`src/rtl/scan_pkg.sv`:
```
package scan_pkg;
  // control register layout
  localparam int DIV_LSB = 0;
  localparam int MUX_LSB = 8;
  localparam int BYP_LSB = 16;
  // command register layout
  localparam int SR_LSB    = 0;
  localparam int CNT_LSB   = 32;
  localparam int SHIFT_BIT = 40;
  localparam int UPD_BIT   = 41;
  localparam int CAP_BIT   = 42;
  localparam int SEL_LSB   = 48;
  localparam int REG_W     = 64;

  typedef enum logic [1:0] {
    OP_IDLE    = 2'd0,
    OP_SHIFT   = 2'd1,
    OP_UPDATE  = 2'd2,
    OP_CAPTURE = 2'd3
  } op_e;
endpackage

```
`src/rtl/scan_clk_div.sv`:
```
module scan_clk_div #(
  parameter int DIV_W = 3
) (
  input  logic             clk_i,
  input  logic             rst_ni,
  input  logic             run_i,
  input  logic [DIV_W-1:0] div_i,
  output logic             tick_o,
  output logic             sclk_o
);
  localparam int CNT_W = (1 << DIV_W) + 2;

  logic [CNT_W-1:0] cnt_q;
  logic [CNT_W-1:0] last;
  logic [CNT_W-1:0] half;
  logic [DIV_W:0]   div_x;

  assign div_x  = {1'b0, div_i};
  assign last   = (CNT_W'(1) << (div_x + (DIV_W+1)'(2))) - CNT_W'(1);
  assign half   = CNT_W'(1) << (div_x + (DIV_W+1)'(1));
  assign tick_o = run_i && (cnt_q == last);
  assign sclk_o = run_i && ((cnt_q & half) != '0);

  always_ff @(posedge clk_i or negedge rst_ni) begin
    if (!rst_ni)                cnt_q <= '0;
    else if (!run_i || tick_o)  cnt_q <= '0;
    else                        cnt_q <= cnt_q + CNT_W'(1);
  end

  // a new step period starts in its low half
  a_r2_clk_low_after_tick: assert property (@(posedge clk_i) disable iff (!rst_ni)
    tick_o |=> !sclk_o);
  a_r2_idle_clk_low: assert property (@(posedge clk_i) disable iff (!rst_ni)
    !run_i |-> !sclk_o);
endmodule

```
`src/rtl/scan_chain_grp.sv`:
```
module scan_chain_grp #(
  parameter int LANES    = 4,
  parameter int LANE_LEN = 8
) (
  input  logic                      clk_i,
  input  logic                      rst_ni,
  input  logic                      sel_i,
  input  logic                      bypass_i,
  input  logic                      shift_i,
  input  logic                      update_i,
  input  logic                      capture_i,
  input  logic                      din_i,
  output logic                      dout_o,
  output logic [LANES*LANE_LEN-1:0] lanes_o
);
  localparam int CHAIN_LEN = LANES * LANE_LEN;

  logic [CHAIN_LEN-1:0] chain_q;
  logic                 dly_q;

  assign dout_o = bypass_i ? dly_q : chain_q[0];

  always_ff @(posedge clk_i or negedge rst_ni) begin
    if (!rst_ni) begin
      chain_q <= '0;
      dly_q   <= 1'b0;
    end else if (sel_i) begin
      if (shift_i) begin
        if (bypass_i) dly_q   <= din_i;
        else          chain_q <= {din_i, chain_q[CHAIN_LEN-1:1]};
      end else if (capture_i) begin
        chain_q <= lanes_o;
      end
    end
  end

  for (genvar l = 0; l < LANES; l++) begin : g_lane
    logic [LANE_LEN-1:0] seg_q;
    always_ff @(posedge clk_i or negedge rst_ni) begin
      if (!rst_ni)                seg_q <= '0;
      else if (sel_i && update_i) seg_q <= chain_q[l*LANE_LEN +: LANE_LEN];
    end
    assign lanes_o[l*LANE_LEN +: LANE_LEN] = seg_q;
  end

  a_r11_bypass_freezes_chain: assert property (@(posedge clk_i) disable iff (!rst_ni)
    (sel_i && shift_i && bypass_i) |=> $stable(chain_q));
  a_r7_update_copies_chain: assert property (@(posedge clk_i) disable iff (!rst_ni)
    (sel_i && update_i) |=> (lanes_o == $past(chain_q)));
  a_r12_unselected_holds: assert property (@(posedge clk_i) disable iff (!rst_ni)
    !sel_i |=> ($stable(chain_q) && $stable(lanes_o)));
endmodule

```
`src/rtl/scan_chain_engine.sv`:
```
module scan_chain_engine
  import scan_pkg::*;
#(
  parameter int NUM_GRP  = 4,
  parameter int LANES    = 4,
  parameter int LANE_LEN = 8,
  parameter int SR_W     = 32,
  parameter int DIV_W    = 3
) (
  input  logic                              clk_i,
  input  logic                              rst_ni,
  input  logic                              wr_en_i,
  input  logic                              wr_sel_i,
  input  logic [63:0]                       wr_data_i,
  input  logic                              rd_sel_i,
  output logic [63:0]                       rd_data_o,
  output logic                              scan_clk_o,
  output logic [NUM_GRP*LANES*LANE_LEN-1:0] lanes_o
);
  localparam int CHAIN_LEN = LANES * LANE_LEN;
  localparam int MUX_W     = $clog2(NUM_GRP);
  localparam int CNT_W     = $clog2(SR_W);

  logic [DIV_W-1:0]   div_q;
  logic [MUX_W-1:0]   mux_q;
  logic [NUM_GRP-1:0] byp_q;
  logic [SR_W-1:0]    sr_q;
  logic [CNT_W-1:0]   cnt_q;
  logic [NUM_GRP-1:0] sel_q;
  op_e                op_q;
  op_e                new_op;
  logic               busy;
  logic               tick;
  logic               ret_bit;
  logic [NUM_GRP-1:0] grp_dout;
  logic               unused_wr;

  assign busy      = (op_q != OP_IDLE);
  assign ret_bit   = grp_dout[mux_q];
  assign unused_wr = ^wr_data_i;

  always_comb begin
    if (wr_data_i[SHIFT_BIT])    new_op = OP_SHIFT;
    else if (wr_data_i[UPD_BIT]) new_op = OP_UPDATE;
    else if (wr_data_i[CAP_BIT]) new_op = OP_CAPTURE;
    else                         new_op = OP_IDLE;
  end

  scan_clk_div #(.DIV_W(DIV_W)) u_div (
    .clk_i  (clk_i),
    .rst_ni (rst_ni),
    .run_i  (busy),
    .div_i  (div_q),
    .tick_o (tick),
    .sclk_o (scan_clk_o)
  );

  always_ff @(posedge clk_i or negedge rst_ni) begin
    if (!rst_ni) begin
      div_q <= '0;
      mux_q <= '0;
      byp_q <= '0;
      sr_q  <= '0;
      cnt_q <= '0;
      sel_q <= '0;
      op_q  <= OP_IDLE;
    end else if (busy) begin
      if (tick) begin
        if (op_q == OP_SHIFT) begin
          sr_q  <= {ret_bit, sr_q[SR_W-1:1]};
          cnt_q <= cnt_q - CNT_W'(1);
          if (cnt_q == '0) op_q <= OP_IDLE;
        end else begin
          op_q <= OP_IDLE;
        end
      end
    end else if (wr_en_i) begin
      if (wr_sel_i) begin
        sr_q  <= wr_data_i[SR_LSB +: SR_W];
        cnt_q <= wr_data_i[CNT_LSB +: CNT_W];
        sel_q <= wr_data_i[SEL_LSB +: NUM_GRP];
        op_q  <= new_op;
      end else begin
        div_q <= wr_data_i[DIV_LSB +: DIV_W];
        mux_q <= wr_data_i[MUX_LSB +: MUX_W];
        byp_q <= wr_data_i[BYP_LSB +: NUM_GRP];
      end
    end
  end

  for (genvar g = 0; g < NUM_GRP; g++) begin : g_grp
    scan_chain_grp #(.LANES(LANES), .LANE_LEN(LANE_LEN)) u_grp (
      .clk_i     (clk_i),
      .rst_ni    (rst_ni),
      .sel_i     (sel_q[g]),
      .bypass_i  (byp_q[g]),
      .shift_i   (tick && op_q == OP_SHIFT),
      .update_i  (tick && op_q == OP_UPDATE),
      .capture_i (tick && op_q == OP_CAPTURE),
      .din_i     (sr_q[0]),
      .dout_o    (grp_dout[g]),
      .lanes_o   (lanes_o[g*CHAIN_LEN +: CHAIN_LEN])
    );
  end

  always_comb begin
    rd_data_o = '0;
    if (rd_sel_i) begin
      rd_data_o[SR_LSB +: SR_W]     = sr_q;
      rd_data_o[CNT_LSB +: CNT_W]   = cnt_q;
      rd_data_o[SEL_LSB +: NUM_GRP] = sel_q;
      rd_data_o[SHIFT_BIT]          = (op_q == OP_SHIFT);
      rd_data_o[UPD_BIT]            = (op_q == OP_UPDATE);
      rd_data_o[CAP_BIT]            = (op_q == OP_CAPTURE);
    end else begin
      rd_data_o[DIV_LSB +: DIV_W]   = div_q;
      rd_data_o[MUX_LSB +: MUX_W]   = mux_q;
      rd_data_o[BYP_LSB +: NUM_GRP] = byp_q;
    end
  end

  a_r3_last_step_ends: assert property (@(posedge clk_i) disable iff (!rst_ni)
    (op_q == OP_SHIFT && tick && cnt_q == '0) |=> (op_q == OP_IDLE));
  a_r9_busy_write_ignored: assert property (@(posedge clk_i) disable iff (!rst_ni)
    (busy && wr_en_i && wr_sel_i) |=> $stable(sel_q));
  a_r13_busy_ctrl_ignored: assert property (@(posedge clk_i) disable iff (!rst_ni)
    busy |=> ($stable(div_q) && $stable(mux_q) && $stable(byp_q)));
  a_r6_hold_between_steps: assert property (@(posedge clk_i) disable iff (!rst_ni)
    (busy && !tick) |=> ($stable(cnt_q) && $stable(sr_q)));
endmodule

```
`config.mk`:
```
export PLATFORM = sky130hd
export DESIGN_NAME = scan_chain_engine
export DESIGN_NICKNAME = d
export VERILOG_FILES = /design/src/rtl/scan_pkg.sv /design/src/rtl/scan_clk_div.sv /design/src/rtl/scan_chain_grp.sv /design/src/rtl/scan_chain_engine.sv
export SDC_FILE = /design/constraint.sdc
export NUM_CORES = 1
export LEC_CHECK = 0
export ABC_CLOCK_PERIOD_IN_PS = 5900
export BUFFER_PORTS_ARGS = -buffer_cell sky130_fd_sc_hd__buf_2
export CORE_MARGIN = 2
export CORE_UTILIZATION = 59
export CTS_BUF_LIST = sky130_fd_sc_hd__clkbuf_2
export DETAILED_ROUTE_END_ITERATION = 12
export HOLD_SLACK_MARGIN = 0.12
export PLACE_DENSITY_LB_ADDON = 0.3
export SYNTH_ARGS = -nofsm -noshare
export SYNTH_HDL_FRONTEND = slang
export SYNTH_HIERARCHICAL = 1
export SYNTH_SLANG_ARGS = --single-unit
```
`constraint.sdc`:
```
create_clock -name clk_i -period 5.9 [get_ports clk_i]
set_input_delay 1.18 -clock clk_i [delete_from_list [all_inputs] [get_ports clk_i]]
set_output_delay 1.18 -clock clk_i [all_outputs]
set_load 0.05 [all_outputs]
```
==> results of run 1 <==
## metrics by stage
step | utilization | hold WS, ns
2_1_floorplan | - | 0.474
3_3_place_gp | 0.641 | 0.482
3_5_place_dp | 0.641 | 0.492
4_1_cts | 0.667 | 0.177
5_1_grt | 0.667 | 0.178
6_report | 0.667 | 0.233
## report_power, final
part           leakage (nW)  switching, mW  internal (mW)
Clock                 0.534          0.888          0.542
Sequential             4.38          0.267           2.40
Combinational          4.66          0.972          0.533
Total                  9.57           2.13           3.48
## state kept, by name, indices dropped and copies added (netlist names)
signal and flops:
mux_q 2, sr_q 32, div_q 3, g_grp.u_grp/dly_q 4
g_grp.u_grp/chain_q 128, g_grp.u_grp/g_lane.seg_q 128, sel_q 4, u_div/cnt_q 10
byp_q 4, cnt_q 5, op_q 2
## routing by layer
layer  part of all wire  vias up  track usage
met5             0.0010        -            0
met4              0.022        6       0.0832
met3              0.068       65       0.0704
met2               0.46      262        0.381
met1               0.45     5055        0.327
li1                   -     4588            -
## layout make-up
class | count | share of cell area
Sequential cell | 322 | 0.451
Multi-Input combinational cell | 735 | 0.405
Timing Repair Buffer | 249 | 0.0798
Clock buffer | 121 | 0.0339
Tap cell | 341 | 0.0239
Clock inverter | 16 | 0.00434
Inverter | 10 | 0.00210
Antenna cell | 4 | 0.000560
## critical path, stage by stage (launching register included)
cell	delay, ns
dfrtp_1	0.44
inv_1	0.12
ha_1	0.42
or4b_2	0.70
ha_1	0.32
xor2_1	0.15
nand3_1	0.09
nor4_1	0.27
o2111a_1	0.22
buf_4	0.18
and2_1	0.22
and3b_4	0.55
nand2_2	0.13
o211ai_4	0.29
buf_4	0.31
mux2_2	0.36
## cell usage after synthesis, drive strengths merged, types with 7 or more instances
| cell | n | share of area |
|---|---|---|
| a31oi | 31 | 0.012 |
| and2 | 34 | 0.013 |
| buf | 75 | 0.041 |
| clkbuf | 20 | 0.0047 |
| dfrtp | 322 | 0.50 |
| ha | 10 | 0.0078 |
| inv | 10 | 0.0023 |
| mux2 | 419 | 0.33 |
| nand2 | 84 | 0.020 |
| nand3 | 10 | 0.0031 |
| nor2 | 14 | 0.0038 |
| nor3 | 33 | 0.010 |
| o211ai | 7 | 0.0067 |
| xnor2 | 13 | 0.0071 |
| xor2 | 7 | 0.0038 |
## cells by family (layout without fill, tap and decap cells)
group                      Yosys count  count (layout)
muxes                              421             421
and+or+nand+nor                    203             203
AOI/OAI and AO/OA                   61              61
other                                1              24
DFF                                322             322
buffers and inverters              105             396
adders and majority gates           10              10
xor gates and xnor gates            20              20
## final timing paths
check	from	to	slack, ns	cells after the start
worst max-delay path	div_q[2]$_DFFE_PN0P_	g_grp[1].u_grp/chain_q[28]$_DFFE_PN0P_	0.99	15
worst min-delay path	rst_ni	g_grp[0].u_grp/g_lane[0].seg_q[5]$_DFFE_PN0P_	0.23	1
worst max register to register	div_q[2]$_DFFE_PN0P_	g_grp[1].u_grp/chain_q[28]$_DFFE_PN0P_	0.99	15
worst min register to register	g_grp[0].u_grp/chain_q[22]$_DFFE_PN0P_	g_grp[0].u_grp/g_lane[2].seg_q[6]$_DFFE_PN0P_	0.46	1
max in group asynchronous	rst_ni	g_grp[0].u_grp/g_lane[1].seg_q[6]$_DFFE_PN0P_	4.46	2
min in group clk_i	g_grp[0].u_grp/chain_q[22]$_DFFE_PN0P_	g_grp[0].u_grp/g_lane[2].seg_q[6]$_DFFE_PN0P_	0.46	1
## placed cells by master, fill, tap and decap left out, types with 3 or more instances in the layout
cell        instances
ha_1               10
buf_2             220
o22ai_1             4
clkinvlp_4          3
mux2_2            257
nand2_1            80
clkinv_1            9
inv_1               9
nand2_2             4
xnor2_1            13
diode_2             4
xor2_1              7
o21ai_0             6
buf_4              20
clkbuf_2          121
nand3_1            10
inv_2               3
o211ai_1            3
nor3_1             33
mux2_4            158
conb_1             20
mux2_1              4
nor3b_1             5
nand4_1             3
a21oi_1             5
a31oi_1            31
o211ai_4            4
and3_1              5
and4bb_2            3
buf_12              8
dfrtp_1           322
and2_1             34
nor2_1             13
==> results.sh, run 1 <==
export IMPL_outcome="finished, final reports clean"
export IMPL_synth_edf_count=0
export IMPL_synth_top_family_by_area="multiplexers"
export IMPL_postCtsHoldBufs=0
export IMPL_powerDensity_nw_per_um2=313
export IMPL_start_kind="register"
export IMPL_vias_per_cell=5.55
export IMPL_tightest_slew_ns=1.13
export IMPL_dr_pass1_iters=5
export IMPL_dpl_instance_area_um2=17200
export IMPL_final_area_um2=17900
export IMPL_p_leak_nw=9.57
export IMPL_hold_violations=0
export IMPL_antenna_found_initial=7
export IMPL_max_freq_mhz=204
export IMPL_detail_route_antenna_nets=0
export IMPL_grt_max_degree=144
export IMPL_clk_path_buf_depth=3
export IMPL_drt_total_wl_um=34000
export IMPL_grt_pass1_vias=10500
export IMPL_core_um2=26800
export IMPL_place_inst=1657
export IMPL_yosys_area_share_simple=0.0657
export IMPL_drv_slew=0
export IMPL_placementRows=60
export IMPL_synthArstFlopShare=1.00
export IMPL_rsz0062_at_grt="false"
export IMPL_grt_overflow_total=0
export IMPL_relSlewSlack=0.241
export IMPL_layout_drive_gt1_share=0.560
export IMPL_cts_tree="yes"
export IMPL_grt_pass1_wl_um=55700
export IMPL_multi_input_area_um2=7240
export IMPL_clock_sinks=322
export IMPL_cts_max_level=3
export IMPL_cap_violations=0
export IMPL_end_kind="register"
export IMPL_layout_min_cycle_time_ns=4.91
export IMPL_critPathKind="reg -> reg"
export IMPL_dr_first_iter_drc_count=523
export IMPL_seq_area_um2=8060
export IMPL_vias=9976
export IMPL_netlist_instances=1143
export IMPL_p_total_mw=5.60
export IMPL_synth_compound_area_frac=0.0283
export IMPL_grt_util_all_layers=0.243
export IMPL_io_buffers=221
export IMPL_synthMuxAreaShare=0.335
export IMPL_route_detailed_drc=0
export IMPL_cp_arrival_ns=5.62
export IMPL_chipWidth_um=169
export IMPL_area_delta_synth_final_pct=11.9
export IMPL_ys_seq_area_frac=0.504
export IMPL_path_clk_slew_ns=0.09
export IMPL_initial_utilization=0.596
export IMPL_place_detailed_hpwl_um=21900
export IMPL_cts_resized=0
export IMPL_synth_seq_cells=322
export IMPL_yosys_cell_types_count=49
export IMPL_cts_buffers=83
export IMPL_cts_root_buffer="clkbuf_2"
export IMPL_synth_xor_area_frac=0.0110
export IMPL_critical_path_required_ns=6.61
export IMPL_ys_flop_type="dfrtp_1"
export IMPL_skew_ns=0.0835
export IMPL_hold_class="in -> async"
export IMPL_synthAdderAreaFrac=0.00783
export IMPL_fp_dieArea_um2=28400
export IMPL_die_y_um=169
export IMPL_syn_avg_cell_area_um2=14.0
export IMPL_fin_cells=1798
export IMPL_insertion_delay_ns=0.86
export IMPL_syn_area_um2=16000
export IMPL_io_pins=262
export IMPL_fin_ws_ns=0.986
export IMPL_fill_cells=2055
export IMPL_setup_viol_count_final=0
export IMPL_wire_per_inst_um=18.9
export IMPL_yosysWarnings=6
export IMPL_dp_slack_ns=0.973
export IMPL_fin_crit_sh=0.833
export IMPL_cp_max_fo=22
export IMPL_post_cts_buffers=0
export IMPL_gp_congestion=0.818
export IMPL_peakVddDrop_mv=0.216
export IMPL_fin_nets=1480
export IMPL_tns_ns=0
No activity file was read; power rests on OpenSTA's default activity.
==> run 2, diff against run 1 <==
- ABC_CLOCK_PERIOD_IN_PS: 5900 -> 4400
- CORE_UTILIZATION: 59 -> 53
- clock period: 5.9 -> 4.4 ns (I/O delays scaled with it)
==> results.sh, run 2 (synthesis gave the netlist of run 1 again) <==
export IMPL_end_kind="register"
export IMPL_grt_pass1_wl_um=55300
export IMPL_chipWidth_um=178
export IMPL_setup_viol_count_final=0
export IMPL_fill_cells=2408
export IMPL_route_detailed_drc=0
export IMPL_io_buffers=221
export IMPL_cp_arrival_ns=4.99
export IMPL_placementRows=63
export IMPL_top_regs="g_grp.u_grp/chain_q x128, g_grp.u_grp/g_lane.seg_q x128, sr_q x32"
export IMPL_peakVddDrop_mv=0.298
export IMPL_dr_first_iter_drc_count=610
export IMPL_most_common_layout_cells="322 x dfrtp_1, 257 x mux2_2, 220 x buf_2"
export IMPL_hold_slack_ns=0.214
export IMPL_p_total_mw=7.74
export IMPL_final_area_um2=18300
export IMPL_outcome="finished, final reports clean"
export IMPL_layout_drive_gt1_share=0.562
export IMPL_fin_util=0.617
export IMPL_fin_nets=1501
export IMPL_powerDensity_nw_per_um2=423
export IMPL_grt_util_all_layers=0.221
export IMPL_start_kind="register"
export IMPL_skew_ns=0.0619
export IMPL_die_y_um=178
export IMPL_final_common_cell="dfrtp_1"
export IMPL_dr_pass1_iters=6
export IMPL_core_um2=29600
export IMPL_vias=10100
export IMPL_drv_slew=0
export IMPL_clock_sinks=322
export IMPL_detail_route_antenna_nets=0
export IMPL_max_freq_mhz=236
export IMPL_p_leak_nw=9.77
export IMPL_wire_per_inst_um=18.6
export IMPL_gp_congestion=0.790
export IMPL_insertion_delay_ns=0.91
export IMPL_hold_class="in -> reg"
export IMPL_cap_violations=0
export IMPL_place_detailed_hpwl_um=22700
export IMPL_critPathKind="reg -> reg"
export IMPL_grt_max_degree=95
export IMPL_initial_utilization=0.539
export IMPL_hold_violations=0
export IMPL_io_pins=262
export IMPL_cts_buffers=87
export IMPL_tightest_slew_ns=1.13
export IMPL_cts_tree="yes"
export IMPL_path_clk_slew_ns=0.11
export IMPL_layout_min_cycle_time_ns=4.24
export IMPL_antenna_found_initial=5
export IMPL_cts_max_level=3
export IMPL_vias_per_cell=5.38
export IMPL_drt_total_wl_um=35100
export IMPL_critical_path_required_ns=5.15
export IMPL_fin_crit_sh=0.965
export IMPL_cts_root_buffer="clkbuf_2"
export IMPL_grt_overflow_total=0
export IMPL_fin_cells=1882
export IMPL_area_delta_synth_final_pct=14.4
export IMPL_grt_pass1_vias=10400
export IMPL_fp_dieArea_um2=31600
export IMPL_clk_path_buf_depth=3
export IMPL_place_inst=1720
export IMPL_relSlewSlack=0.243
export IMPL_cp_max_fo=20
export IMPL_dpl_instance_area_um2=17400
run 2: changes by cell type in the layout (fill, tap and decap cells not counted), sizes merged:
cell and change:
buf +14, clkinv +13, clkbuf +8, clkinvlp -3
bufinv +1, dlygate4sd3 +1, inv +1
run 2: routing by layer:
metal,global-route usage,wire length (um)
met1,0.293,15500
met2,0.345,16300
met3,0.0679,2520
met4,0.0772,699
met5,0,9
run 2: metrics by stage:
stage | setup TNS (ns) | worst slack [ns]
6_report | 0 | 0.155
4_1_cts | 0 | 0.162
2_1_floorplan | 0 | 0.00705
3_5_place_dp | 0 | 0.187
3_3_place_gp | 0 | 0.223
5_1_grt | -0.637 | -0.0408
run 2: area by class of cell:
cell class / count / area, um^2 / area share
well taps: 390 / 488 / 0.0267
clock inverters: 28 / 135 / 0.00739
multi-input cells: 735 / 7250 / 0.397
repair buffers: 266 / 1670 / 0.0914
clock buffers: 127 / 636 / 0.0348
diodes: 4 / 10.0 / 0.000547
flip-flops and latches: 322 / 8060 / 0.441
inverters: 10 / 37.5 / 0.00205
run 2: worst paths after layout:
path / from / slack, ns / endpoint / depth (start not counted)
max: div_q[2]$_DFFE_PN0P_ / 0.16 / g_grp[0].u_grp/chain_q[22]$_DFFE_PN0P_ / 14
min: wr_data_i[10] / 0.21 / sr_q[10]$_DFFE_PN0P_ / 3
max reg2reg: div_q[2]$_DFFE_PN0P_ / 0.16 / g_grp[0].u_grp/chain_q[22]$_DFFE_PN0P_ / 14
min reg2reg: g_grp[1].u_grp/chain_q[21]$_DFFE_PN0P_ / 0.51 / g_grp[1].u_grp/g_lane[2].seg_q[5]$_DFFE_PN0P_ / 1
max in group asynchronous: rst_ni / 2.79 / g_grp[3].u_grp/chain_q[3]$_DFFE_PN0P_ / 3
min in group asynchronous: rst_ni / 0.61 / g_grp[0].u_grp/chain_q[19]$_DFFE_PN0P_ / 2
run 2: worst max-delay path, cell delays in order, from the launching register on:
cell and delay, ns:
dfrtp_1 0.40, inv_1 0.13, ha_1 0.26, or4b_2 0.68, ha_1 0.24, xnor2_1 0.19
xnor2_1 0.12, nor4_1 0.32, o2111a_1 0.27, and2_1 0.21, and3b_4 0.26, buf_12 0.21
buf_16 0.19, mux2_2 0.35, mux2_1 0.28
run 2: power breakdown:
part / total [mW] / internal (mW) / switching, mW / leakage (nW)
logic: 2.09 / 0.756 / 1.34 / 4.79
registers: 3.57 / 3.22 / 0.352 / 4.38
clock network: 2.08 / 0.829 / 1.25 / 0.599
total: 7.74 / 4.80 / 2.94 / 9.77
run 2: what timing repair did:
item / CTS / global route
buffers inserted: 0 / 0
setup endpoints to repair: 0 / 156
gates resized for setup: 0 / 9
hold endpoints to repair: 90 / 0
hold buffers: 1 / 0
